===== src/rtl/uwr_pkg.sv =====
package uwr_pkg;
   typedef enum logic [1:0] {
      STB_DATA = 2'd0,
      STB_STOP = 2'd1,
      STB_IDLE = 2'd2
   } stb_kind_t;

   localparam int MAX_DATA_BITS = 9;
   localparam int FRAME_OVERHEAD = 2;
endpackage


===== src/rtl/uwr_src_sel.sv =====
module uwr_src_sel #(
   parameter int SYNC_STAGES = 2
) (
   input  logic clk,
   input  logic rst_n,
   input  logic rx_pin,
   input  logic tx_pin,
   input  logic tx_int,
   input  logic loop_en,
   input  logic rx_src,
   output logic line
);
   logic raw;

   always_comb begin
      if (!loop_en)    raw = rx_pin;
      else if (rx_src) raw = tx_pin;
      else             raw = tx_int;
   end

   generate
      if (SYNC_STAGES < 0) begin : g_bad_sync
         $error("SYNC_STAGES must not be negative");
      end
      if (SYNC_STAGES == 0) begin : g_direct
         assign line = raw;
      end else begin : g_sync
         logic [SYNC_STAGES-1:0] chain;
         always_ff @(posedge clk or negedge rst_n) begin
            if (!rst_n) chain <= '1;
            else        chain <= {chain[SYNC_STAGES-2 >= 0 ? SYNC_STAGES-2 : 0 : 0], raw} & ((SYNC_STAGES == 1) ? {SYNC_STAGES{1'b1}} : {SYNC_STAGES{1'b1}});
         end
         assign line = chain[SYNC_STAGES-1];
      end
   endgenerate
endmodule


===== src/rtl/uwr_frame_rx.sv =====
module uwr_frame_rx
   import uwr_pkg::*;
#(
   parameter int OVS = 16
) (
   input  logic      clk,
   input  logic      rst_n,
   input  logic      samp_en,
   input  logic      line,
   input  logic      nine_bit,
   output logic      bit_stb,
   output logic      bit_val,
   output stb_kind_t bit_kind,
   output logic      start_ok,
   output logic      frm_done,
   output logic      frm_ferr,
   output logic [MAX_DATA_BITS-1:0] frm_data
);
   localparam int PH_W = $clog2(OVS);
   localparam int V0   = OVS / 2 - 2;
   localparam int V1   = OVS / 2 - 1;
   localparam int V2   = OVS / 2;
   localparam int IDX_W = $clog2(MAX_DATA_BITS + FRAME_OVERHEAD + 1);

   generate
      if (OVS < 8 || (OVS % 2) != 0) begin : g_bad_ovs
         $error("OVS must be even and at least 8");
      end
   endgenerate

   logic [PH_W-1:0]          ph;
   logic [IDX_W-1:0]         bidx;
   logic [1:0]               votes;
   logic [MAX_DATA_BITS-1:0] shreg;
   logic                     in_frame;
   logic                     armed;

   logic             maj;
   logic [IDX_W-1:0] stop_idx;
   logic             at_dec;
   logic             start_det;
   logic             ph_last;

   assign maj       = (votes[0] & votes[1]) | (votes[0] & line) | (votes[1] & line);
   assign stop_idx  = nine_bit ? IDX_W'(MAX_DATA_BITS + 1) : IDX_W'(MAX_DATA_BITS);
   assign at_dec    = samp_en && in_frame && (ph == PH_W'(V2));
   assign start_det = samp_en && !in_frame && armed && !line;
   assign ph_last   = (ph == PH_W'(OVS - 1));

   assign start_ok = at_dec && (bidx == '0) && !maj;
   assign frm_done = at_dec && (bidx == stop_idx);
   assign frm_ferr = !maj;
   assign frm_data = nine_bit ? shreg : {1'b0, shreg[MAX_DATA_BITS-1:1]};

   assign bit_stb  = (at_dec && (bidx != '0)) ||
                     (samp_en && !in_frame && ph_last && !start_det);
   assign bit_val  = in_frame ? maj : line;
   assign bit_kind = !in_frame ? STB_IDLE :
                     ((bidx == stop_idx) ? STB_STOP : STB_DATA);

   always_ff @(posedge clk or negedge rst_n) begin
      if (!rst_n) begin
         in_frame <= 1'b0;
         ph       <= '0;
         bidx     <= '0;
         votes    <= 2'b11;
         shreg    <= '0;
         armed    <= 1'b0;
      end else if (samp_en) begin
         if (!in_frame) begin
            if (start_det) begin
               in_frame <= 1'b1;
               ph       <= PH_W'(1);
               bidx     <= '0;
            end else begin
               ph <= ph_last ? '0 : ph + PH_W'(1);
               if (line) armed <= 1'b1;
            end
         end else begin
            if (ph == PH_W'(V0)) votes[0] <= line;
            if (ph == PH_W'(V1)) votes[1] <= line;
            if (at_dec) begin
               if (bidx == '0 && maj) begin
                  in_frame <= 1'b0;
                  ph       <= '0;
               end else if (bidx == stop_idx) begin
                  in_frame <= 1'b0;
                  ph       <= '0;
                  armed    <= maj;
               end else begin
                  if (bidx != '0) shreg <= {maj, shreg[MAX_DATA_BITS-1:1]};
                  ph <= ph + PH_W'(1);
               end
            end else if (ph_last) begin
               ph   <= '0;
               bidx <= bidx + IDX_W'(1);
            end else begin
               ph <= ph + PH_W'(1);
            end
         end
      end
   end

   AST_BIT_INDEX_BOUND: assert property (@(posedge clk) disable iff (!rst_n)
      in_frame |-> (bidx <= IDX_W'(MAX_DATA_BITS + 1)));

   AST_START_NOISE_DROP: assert property (@(posedge clk) disable iff (!rst_n)
      (at_dec && bidx == '0 && maj) |=> !in_frame);
endmodule


===== src/rtl/uwr_idle_det.sv =====
module uwr_idle_det
   import uwr_pkg::*;
(
   input  logic      clk,
   input  logic      rst_n,
   input  logic      bit_stb,
   input  logic      bit_val,
   input  stb_kind_t bit_kind,
   input  logic      start_ok,
   input  logic      idle_long,
   input  logic      nine_bit,
   output logic      idle_pulse
);
   localparam int CHAR_SHORT = MAX_DATA_BITS - 1 + FRAME_OVERHEAD;
   localparam int CHAR_LONG  = MAX_DATA_BITS + FRAME_OVERHEAD;
   localparam int CNT_W      = $clog2(CHAR_LONG + 1);

   logic [CNT_W-1:0] cnt;
   logic             armed;
   logic [CNT_W-1:0] target;
   logic             clear_cnt;
   logic             hit;

   assign target    = nine_bit ? CNT_W'(CHAR_LONG) : CNT_W'(CHAR_SHORT);
   assign clear_cnt = !bit_val || (idle_long && bit_kind != STB_IDLE);
   assign hit       = bit_stb && !clear_cnt && armed && (cnt + CNT_W'(1) == target);

   always_ff @(posedge clk or negedge rst_n) begin
      if (!rst_n) begin
         cnt        <= '0;
         armed      <= 1'b0;
         idle_pulse <= 1'b0;
      end else begin
         idle_pulse <= hit;
         if (start_ok) begin
            cnt   <= '0;
            armed <= 1'b1;
         end else if (bit_stb) begin
            if (clear_cnt)          cnt <= '0;
            else if (cnt != target) cnt <= cnt + CNT_W'(1);
            if (hit) armed <= 1'b0;
         end
      end
   end

   AST_IDLE_SINGLE: assert property (@(posedge clk) disable iff (!rst_n)
      idle_pulse |=> !idle_pulse);

   AST_IDLE_AFTER_ONE: assert property (@(posedge clk) disable iff (!rst_n)
      idle_pulse |-> $past(bit_stb && bit_val));
endmodule


===== src/rtl/uwr_rx_wake.sv =====
module uwr_rx_wake
   import uwr_pkg::*;
#(
   parameter int OVS         = 16,
   parameter int SYNC_STAGES = 2
) (
   input  logic       clk,
   input  logic       rst_n,
   input  logic       samp_en,
   input  logic       rx_pin,
   input  logic       tx_pin,
   input  logic       tx_int,
   input  logic       loop_en,
   input  logic       rx_src,
   input  logic       nine_bit,
   input  logic       wake_addr,
   input  logic       idle_long,
   input  logic       sleep_req,
   output logic [8:0] rx_data,
   output logic       data_rdy,
   output logic       idle_det,
   output logic       frame_err,
   output logic       asleep
);
   logic                     line;
   logic                     bit_stb;
   logic                     bit_val;
   stb_kind_t                bit_kind;
   logic                     start_ok;
   logic                     frm_done;
   logic                     frm_ferr;
   logic [MAX_DATA_BITS-1:0] frm_data;
   logic                     idle_pulse;
   logic                     last_bit;
   logic                     addr_mark;
   logic                     deliver;

   uwr_src_sel #(.SYNC_STAGES(SYNC_STAGES)) i_src (
      .clk(clk), .rst_n(rst_n), .rx_pin(rx_pin), .tx_pin(tx_pin),
      .tx_int(tx_int), .loop_en(loop_en), .rx_src(rx_src), .line(line)
   );

   uwr_frame_rx #(.OVS(OVS)) i_frame (
      .clk(clk), .rst_n(rst_n), .samp_en(samp_en), .line(line),
      .nine_bit(nine_bit), .bit_stb(bit_stb), .bit_val(bit_val),
      .bit_kind(bit_kind), .start_ok(start_ok), .frm_done(frm_done),
      .frm_ferr(frm_ferr), .frm_data(frm_data)
   );

   uwr_idle_det i_idle (
      .clk(clk), .rst_n(rst_n), .bit_stb(bit_stb), .bit_val(bit_val),
      .bit_kind(bit_kind), .start_ok(start_ok), .idle_long(idle_long),
      .nine_bit(nine_bit), .idle_pulse(idle_pulse)
   );

   assign last_bit  = nine_bit ? frm_data[8] : frm_data[7];
   assign addr_mark = frm_done && wake_addr && last_bit;
   assign deliver   = frm_done && (!asleep || addr_mark);
   assign idle_det  = idle_pulse;

   always_ff @(posedge clk or negedge rst_n) begin
      if (!rst_n) begin
         rx_data   <= '0;
         data_rdy  <= 1'b0;
         frame_err <= 1'b0;
         asleep    <= 1'b0;
      end else begin
         data_rdy  <= deliver;
         frame_err <= deliver && frm_ferr;
         if (deliver) rx_data <= frm_data;
         if (sleep_req)
            asleep <= 1'b1;
         else if (asleep && ((!wake_addr && idle_pulse) || addr_mark))
            asleep <= 1'b0;
      end
   end

   AST_SLEEP_QUIET: assert property (@(posedge clk) disable iff (!rst_n)
      (data_rdy && $past(asleep)) |-> $past(wake_addr));

   AST_FERR_PAIRED: assert property (@(posedge clk) disable iff (!rst_n)
      frame_err |-> data_rdy);

   AST_NARROW_MSB: assert property (@(posedge clk) disable iff (!rst_n)
      (data_rdy && !$past(nine_bit)) |-> !rx_data[8]);

   AST_WAKE_CAUSE: assert property (@(posedge clk) disable iff (!rst_n)
      $fell(asleep) |-> ($past(wake_addr) ? $past(frm_done) : $past(idle_pulse)));

   AST_ADDR_WAKE_DATA: assert property (@(posedge clk) disable iff (!rst_n)
      ($fell(asleep) && $past(wake_addr)) |-> (data_rdy && (rx_data[8] || rx_data[7])));
endmodule


===== config.mk =====
export PLATFORM = sky130hd
export DESIGN_NAME = uwr_rx_wake
export DESIGN_NICKNAME = d
export VERILOG_FILES = /design/src/rtl/uwr_pkg.sv /design/src/rtl/uwr_src_sel.sv /design/src/rtl/uwr_frame_rx.sv /design/src/rtl/uwr_idle_det.sv /design/src/rtl/uwr_rx_wake.sv
export SDC_FILE = /design/constraint.sdc
export NUM_CORES = 1
export LEC_CHECK = 0
export BUFFER_PORTS_ARGS = -buffer_cell sky130_fd_sc_hd__buf_2
export CAP_MARGIN = 10
export CORE_AREA = 2 2 68 70
export CTS_CLUSTER_SIZE = 40
export DETAILED_ROUTE_END_ITERATION = 16
export DIE_AREA = 0 0 70 72
export PLACE_DENSITY = 0.66
export SYNTH_ARGS = -nofsm -noshare
export SYNTH_HDL_FRONTEND = slang
export SYNTH_SLANG_ARGS = --single-unit

===== constraint.sdc =====
create_clock -name clk -period 2.7 [get_ports clk]
set_input_delay 0.27 -clock clk [delete_from_list [all_inputs] [get_ports clk]]
set_output_delay 0.27 -clock clk [all_outputs]
set_load 0.02 [all_outputs]

## After elaboration in Yosys (flattened, before gate mapping)

Index checks and enable logic that the tools add are counted.

| word-level totals | value |
|---|---|
| output and inout bits | 13 |
| input port bits | 12 |
| bits in registers | 41 |

| cells by class | value |
|---|---|
| bitwise operators | 7 |
| reductions and logical operators | 49 |
| add/sub/neg operators | 3 |
| muxes and demuxes | 39 |
| eq/ne operators | 14 |

Operators with widths:

| kind | count |
|---|---|
| $mux 4 | 14 |
| $logic_and 1x1->1 | 22 |
| $mux 1 | 22 |
| $add 4x1->4 const B | 3 |
| $ne 2x2->1 const B | 6 |
| $reduce_and 6->1 | 2 |
| $reduce_bool 2->1 | 5 |
| $mux 9 | 1 |
| $eq 4x3->1 const B | 2 |
| $eq 4x4->1 | 2 |
| $eq 4x4->1 const B | 2 |
| $logic_not 1->1 | 8 |
| $reduce_and 3->1 | 2 |
| $logic_not 4->1 | 1 |
| $logic_or 1x1->1 | 4 |
| $mux 2 | 2 |
| $ne 4x4->1 | 1 |
| $reduce_and 2->1 | 2 |
| $reduce_and 4->1 | 1 |
| $reduce_bool 4->1 | 1 |
| $and 1x1->1 | 3 |
| $reduce_bool 3->1 | 1 |
| $ne 2x1->1 const B | 1 |
| $not 1->1 | 2 |
| $or 1x1->1 | 2 |

## Depth between registers and ports, before layout

| depth | value |
|---|---|
| depth after elaboration | 14 |
| depth in mapped cells | 7 |
| gate-level depth less buffers | 7 |

## Cells and area by module

From an unflattened synthesis, not the netlist that was laid out.

| second synthesis, totals | value |
|---|---|
| cell total of the unflattened synthesis | 190 |
| area total of the unflattened synthesis | 2220.9 sq um |

By module, submodules not included:

| module | seq. area each (sq um) | instances | area each (sq um) | cells each |
|---|---|---|---|---|
| uwr_frame_rx | 528.0 | 1 | 1268.7 | 112 |
| uwr_rx_wake | 300.3 | 1 | 499.2 | 30 |
| uwr_idle_det | 150.1 | 1 | 381.6 | 43 |
| uwr_src_sel | 52.6 | 1 | 71.3 | 5 |

## Worst setup path after synthesis

No wires, ideal clock.

| timing path | value |
|---|---|
| kind | register to register |
| start point | register i_frame.bidx[0] |
| end point | register i_idle.cnt[0] |
| setup time | 0.125 ns |
| slack | 0.791 ns |
| clock period less this slack | 1.909 ns |
| stages on the path, launching flop included | 7 |
| required time | 2.575 ns |
| arrival | 1.784 ns |
| cells stage by stage | dfrtp_1 > inv_1 > ha_1 > nor3b_1 > or3b_4 > a21bo_1 > mux2_4 |

| between the ends | value |
|---|---|
| longest elaborated chain between the ends | 9 |
| elaborated cells on any way between the ends | 18 |

RTL lines:

| what | RTL line | RTL |
|---|---|---|
| start, declared | uwr_frame_rx.sv:32 | `logic [IDX_W-1:0] bidx;` |
| start signal, assigned | uwr_frame_rx.sv:96 | `bidx <= bidx + IDX_W'(1);` |
| $eq 4x4->1 | uwr_frame_rx.sv:59 | `((bidx == stop_idx) ? STB_STOP : STB_DATA);` |
| $mux 1 | uwr_frame_rx.sv:59 |  |
| $mux 2 | uwr_frame_rx.sv:58 | `assign bit_kind = !in_frame ? STB_IDLE :` |
| $ne 2x2->1 | uwr_idle_det.sv:25 | `assign clear_cnt = !bit_val \|\| (idle_long && bit_kind != STB_IDLE);` |
| $logic_and 1x1->1 | uwr_idle_det.sv:25 |  |
| $logic_or 1x1->1 | uwr_idle_det.sv:25 |  |
| $mux 4 | uwr_idle_det.sv:39 | `if (clear_cnt) cnt <= '0;` |
| $mux 4 | uwr_idle_det.sv:38 | `end else if (bit_stb) begin` |
| $mux 4 | uwr_idle_det.sv:35 | `if (start_ok) begin` |
| end signal, assigned | uwr_idle_det.sv:40 | `else if (cnt != target) cnt <= cnt + CNT_W'(1);` |
| end, declared | uwr_idle_det.sv:18 | `logic [CNT_W-1:0] cnt;` |

Several ways; a longest one is shown, not always the timed one. The select of a mux whose other input is x is not followed.
A chain may end at the register's enable or synchronous reset.

## Final worst setup path

Ends and elaborated chain as after synthesis.

==> parameters.txt <==
Parameter                              Value

Global routing
  Total congestion overflow after global routing    0
  Largest net degree at the start of global routing    42
  Vias in the first global route    1504
  Overall track demand over capacity in global routing    0.173
  Global-route wire length before repair    6.82 mm
  Antenna violations before repair    0

Die
  Effective utilization at floorplan    0.483
  Standard-cell row count    24
  Die width    70 µm
  I/O pin cnt    25
  Placeable core region    4260 µm²
  Die span in y    72 µm
  Die outline area    5040 µm²

Timing
  Setup skew after layout    0.00391 ns
  Worst slew margin relative to its limit    0.406
  F_max    475 MHz
  Final critical-path required period    2.10 ns
  Setup repair after global routing missed its margin    no
  Share of the clock period used by the worst path    0.779
  Sum Neg Setup Slack    0 ns
  Final hold violation count    0
  Fin. max-slew vios    0
  Actual slew at the worst max-slew pin    0.891 ns
  Worst hold-check slack    0.0934 ns
  Final count of negative-setup-slack endpoints    0

Min path
  Tightest Hold Check Type    in -> async

Clocking
  CTS-repair resized insts    0
  CTS root buf    clkbuf_8
  Number of buffers inserted during clock tree synthesis    5
  CTS tree    built
  Cts-stage hold buffer count    0
  Reg clk slew, reported paths    0.08 ns
  Buffers inserted by post-CTS timing repair    0
  H-Tree Depth    2
  Buffers from clock root to sink, at most    2
  # clock sinks    41
  Worst-Skew Late Latency    0.30 ns

Place
  Placed Cells incl. Taps    260
  Placed cell areas    2240 µm²
  HPWL Detailed    2.82 mm
  Count of input and output buffers    24
  Weighted congestion at the end of routability-driven global placement    0.683

Power
  Internal cell power    1170 µW
  Clock network fraction of design power    0.304
  Switching share of total power    0.310
  Total power divided by cell area    721 nW/µm²
  Static leakage power    0.00113 µW
  Reg power frac    0.492
  Psw    528 µW
  Peak supply drop    0.374 mV
  Logic gate share of total power    0.205

Critical path
  Maximum cell stage delay along the critical path    0.47 ns
  Critical-path cell list    inv_1 -> ha_1 -> nor3b_1 -> or3b_4 -> a21bo_1 -> mux2_4
  Worst r2r dst    i_idle.cnt[0]
  Critical path type    reg -> reg
  Worst path required time    2.89 ns
  Startpoint kind of the worst setup timing path    flop
  Max Fanout on Critical Path    5
  Crit end category    flop
  Critical path destination    i_idle.cnt[0]
  Reg-to-reg startpoint    i_frame.bidx[0]
  Flop-to-flop setup slack    0.60 ns
  Worst endpoint data arrival time    2.29 ns
  Worst setup path startpoint    i_frame.bidx[0]
  Register-to-Register Path Depth    6
  Library cell contributing the largest single delay on the critical path    or3b_4

Route
  Final routed wirelength across all metal layers    3.91 mm
  Number of DRC violations after detailed-routing iteration 0    36
  Via count    1471
  Wire length per cell after detailed routing    14.6 µm
  Routed vias/inst    5.49
  Router iterations before antenna repair    4
  Remaining antenna violation count after routing    0
  Post-route DRC violation count    0

Final layout
  Non-filler instance count after layout    268
  Fin area    2360 µm²
  Antenna diodes    0
  Most common cell after layout, fill and taps aside    dfrtp_1
  Relative area change from synthesis to final layout    14.5%
  Final Net Count    233
  Share of post-route cells with drive strength above 1    0.273
  Commonest cells after routing, fill and taps aside    dfrtp_1, buf_2, nor2_1
  Layout fillers    364
  Final core utilization    0.553

Synth
  Share of the synthesized area in the top cell type    0.449
  Number of library cell types mapped by synthesis    48
  Part of the Yosys area used for sequential elements    0.500
  Count of yosys warnings during synthesis    0
  Cells after synthesis    188
  Post-synth ARST share    1.00
  Synth Cell Area    2060 µm²
  Largest area contributor in the synthesized netlist    dfrtp_1
  Total of flip-flops plus latches after synthesis    41
  Dominant synthesized flop cell    dfrtp_1
  Number of enable-type register cells in the synthesized netlist    0
  Largest cells by area after synthesis    dfrtp_1, mux2_2, mux2i_1
  Syn Area/Cell    11.0 µm²
  Net count of the mapped netlist    206

Run
  Max Cap Viol    0

Run status
  Run status    finished clean
[worst max-delay path, delay by kind of cell, from the launching register on]
kind                     cells  cell delay, ns
AO/OA/AOI/OAI                1            0.22
multiplexers                 1            0.26
AND/OR/NAND/NOR              2            0.84
buffers and inverters        1            0.11
adder cells (fa/ha/maj)      1            0.15
flip-flops                   1            0.42
[logic make-up after synthesis]
family          synth area share
simple gates               0.175
flops                      0.500
compound gates             0.110
fa+ha+maj                 0.0419
buf+inv                   0.0261
xor+xnor                  0.0255
mux                        0.121
[per-layer routing]
metal / vias up / wire (µm) / GRT usage / share of wire
met4: 0 / 104 / 0.0876 / 0.027
met2: 29 / 1900 / 0.293 / 0.49
met5: - / 0 / 0 / 0
li1: 721 / - / - / -
met1: 710 / 1760 / 0.203 / 0.45
met3: 11 / 148 / 0.0500 / 0.038
[state kept, by name (all words and copies together), names as in the netlist]
name and flops:
i_frame.shreg 9, rx_data 9, i_frame.bidx 4, i_frame.ph 4
i_idle.cnt 4, i_frame.votes 2, i_src.g_sync.chain 2, asleep 1
data_rdy 1, frame_err 1, i_frame.armed 1, i_frame.in_frame 1
i_idle.armed 1, i_idle.idle_pulse 1
[per-stage QoR]
step           worst slack (ns)  total power [µW]
2_1_floorplan             0.791              1090
3_3_place_gp              0.670              1160
3_5_place_dp              0.607              1200
4_1_cts                   0.589              1720
5_1_grt                   0.501              1810
6_report                  0.596              1700
[layout make-up]
class                   count  area [µm²]  area share
well taps                  52        65.1      0.0276
repair buffers             26         135      0.0573
inverters                   7        26.3      0.0111
clock buffers               6        82.6      0.0350
flip-flops and latches     41        1030       0.437
clock inverters             2        37.5      0.0159
multi-input cells         134         981       0.416
[synthesized netlist by cell type, types with 5 or more instances]
cell type,count
a21oi_1,13
dfrtp_1,37
ha_1,6
inv_1,7
mux2_2,11
mux2i_1,11
nand2_1,9
nand3_1,8
nor2_1,19
o21ai_0,5
[worst min-delay path by stage]
stage                                from               endpoint  slack [ns]  cells past startpoint
floorplan                           rst_n                 asleep       -0.03                      0
global placement    i_src.g_sync.chain[0]  i_src.g_sync.chain[1]        0.35                      0
detailed placement  i_src.g_sync.chain[0]  i_src.g_sync.chain[1]        0.35                      0
CTS                               loop_en  i_src.g_sync.chain[0]         0.1                      2
global route                      loop_en  i_src.g_sync.chain[0]        0.11                      2
finish                              rst_n          i_frame.ph[1]        0.09                      1
[power groups by stage]
stage	clock (µW)	sequential [µW]	combinational, µW
after global routing	564	853	395
after global placement	0	831	330
after floorplan	0	800	288
final	516	836	348
after CTS	536	835	351
after detailed placement	0	846	349
No activity file was read; power rests on OpenSTA's default activity.
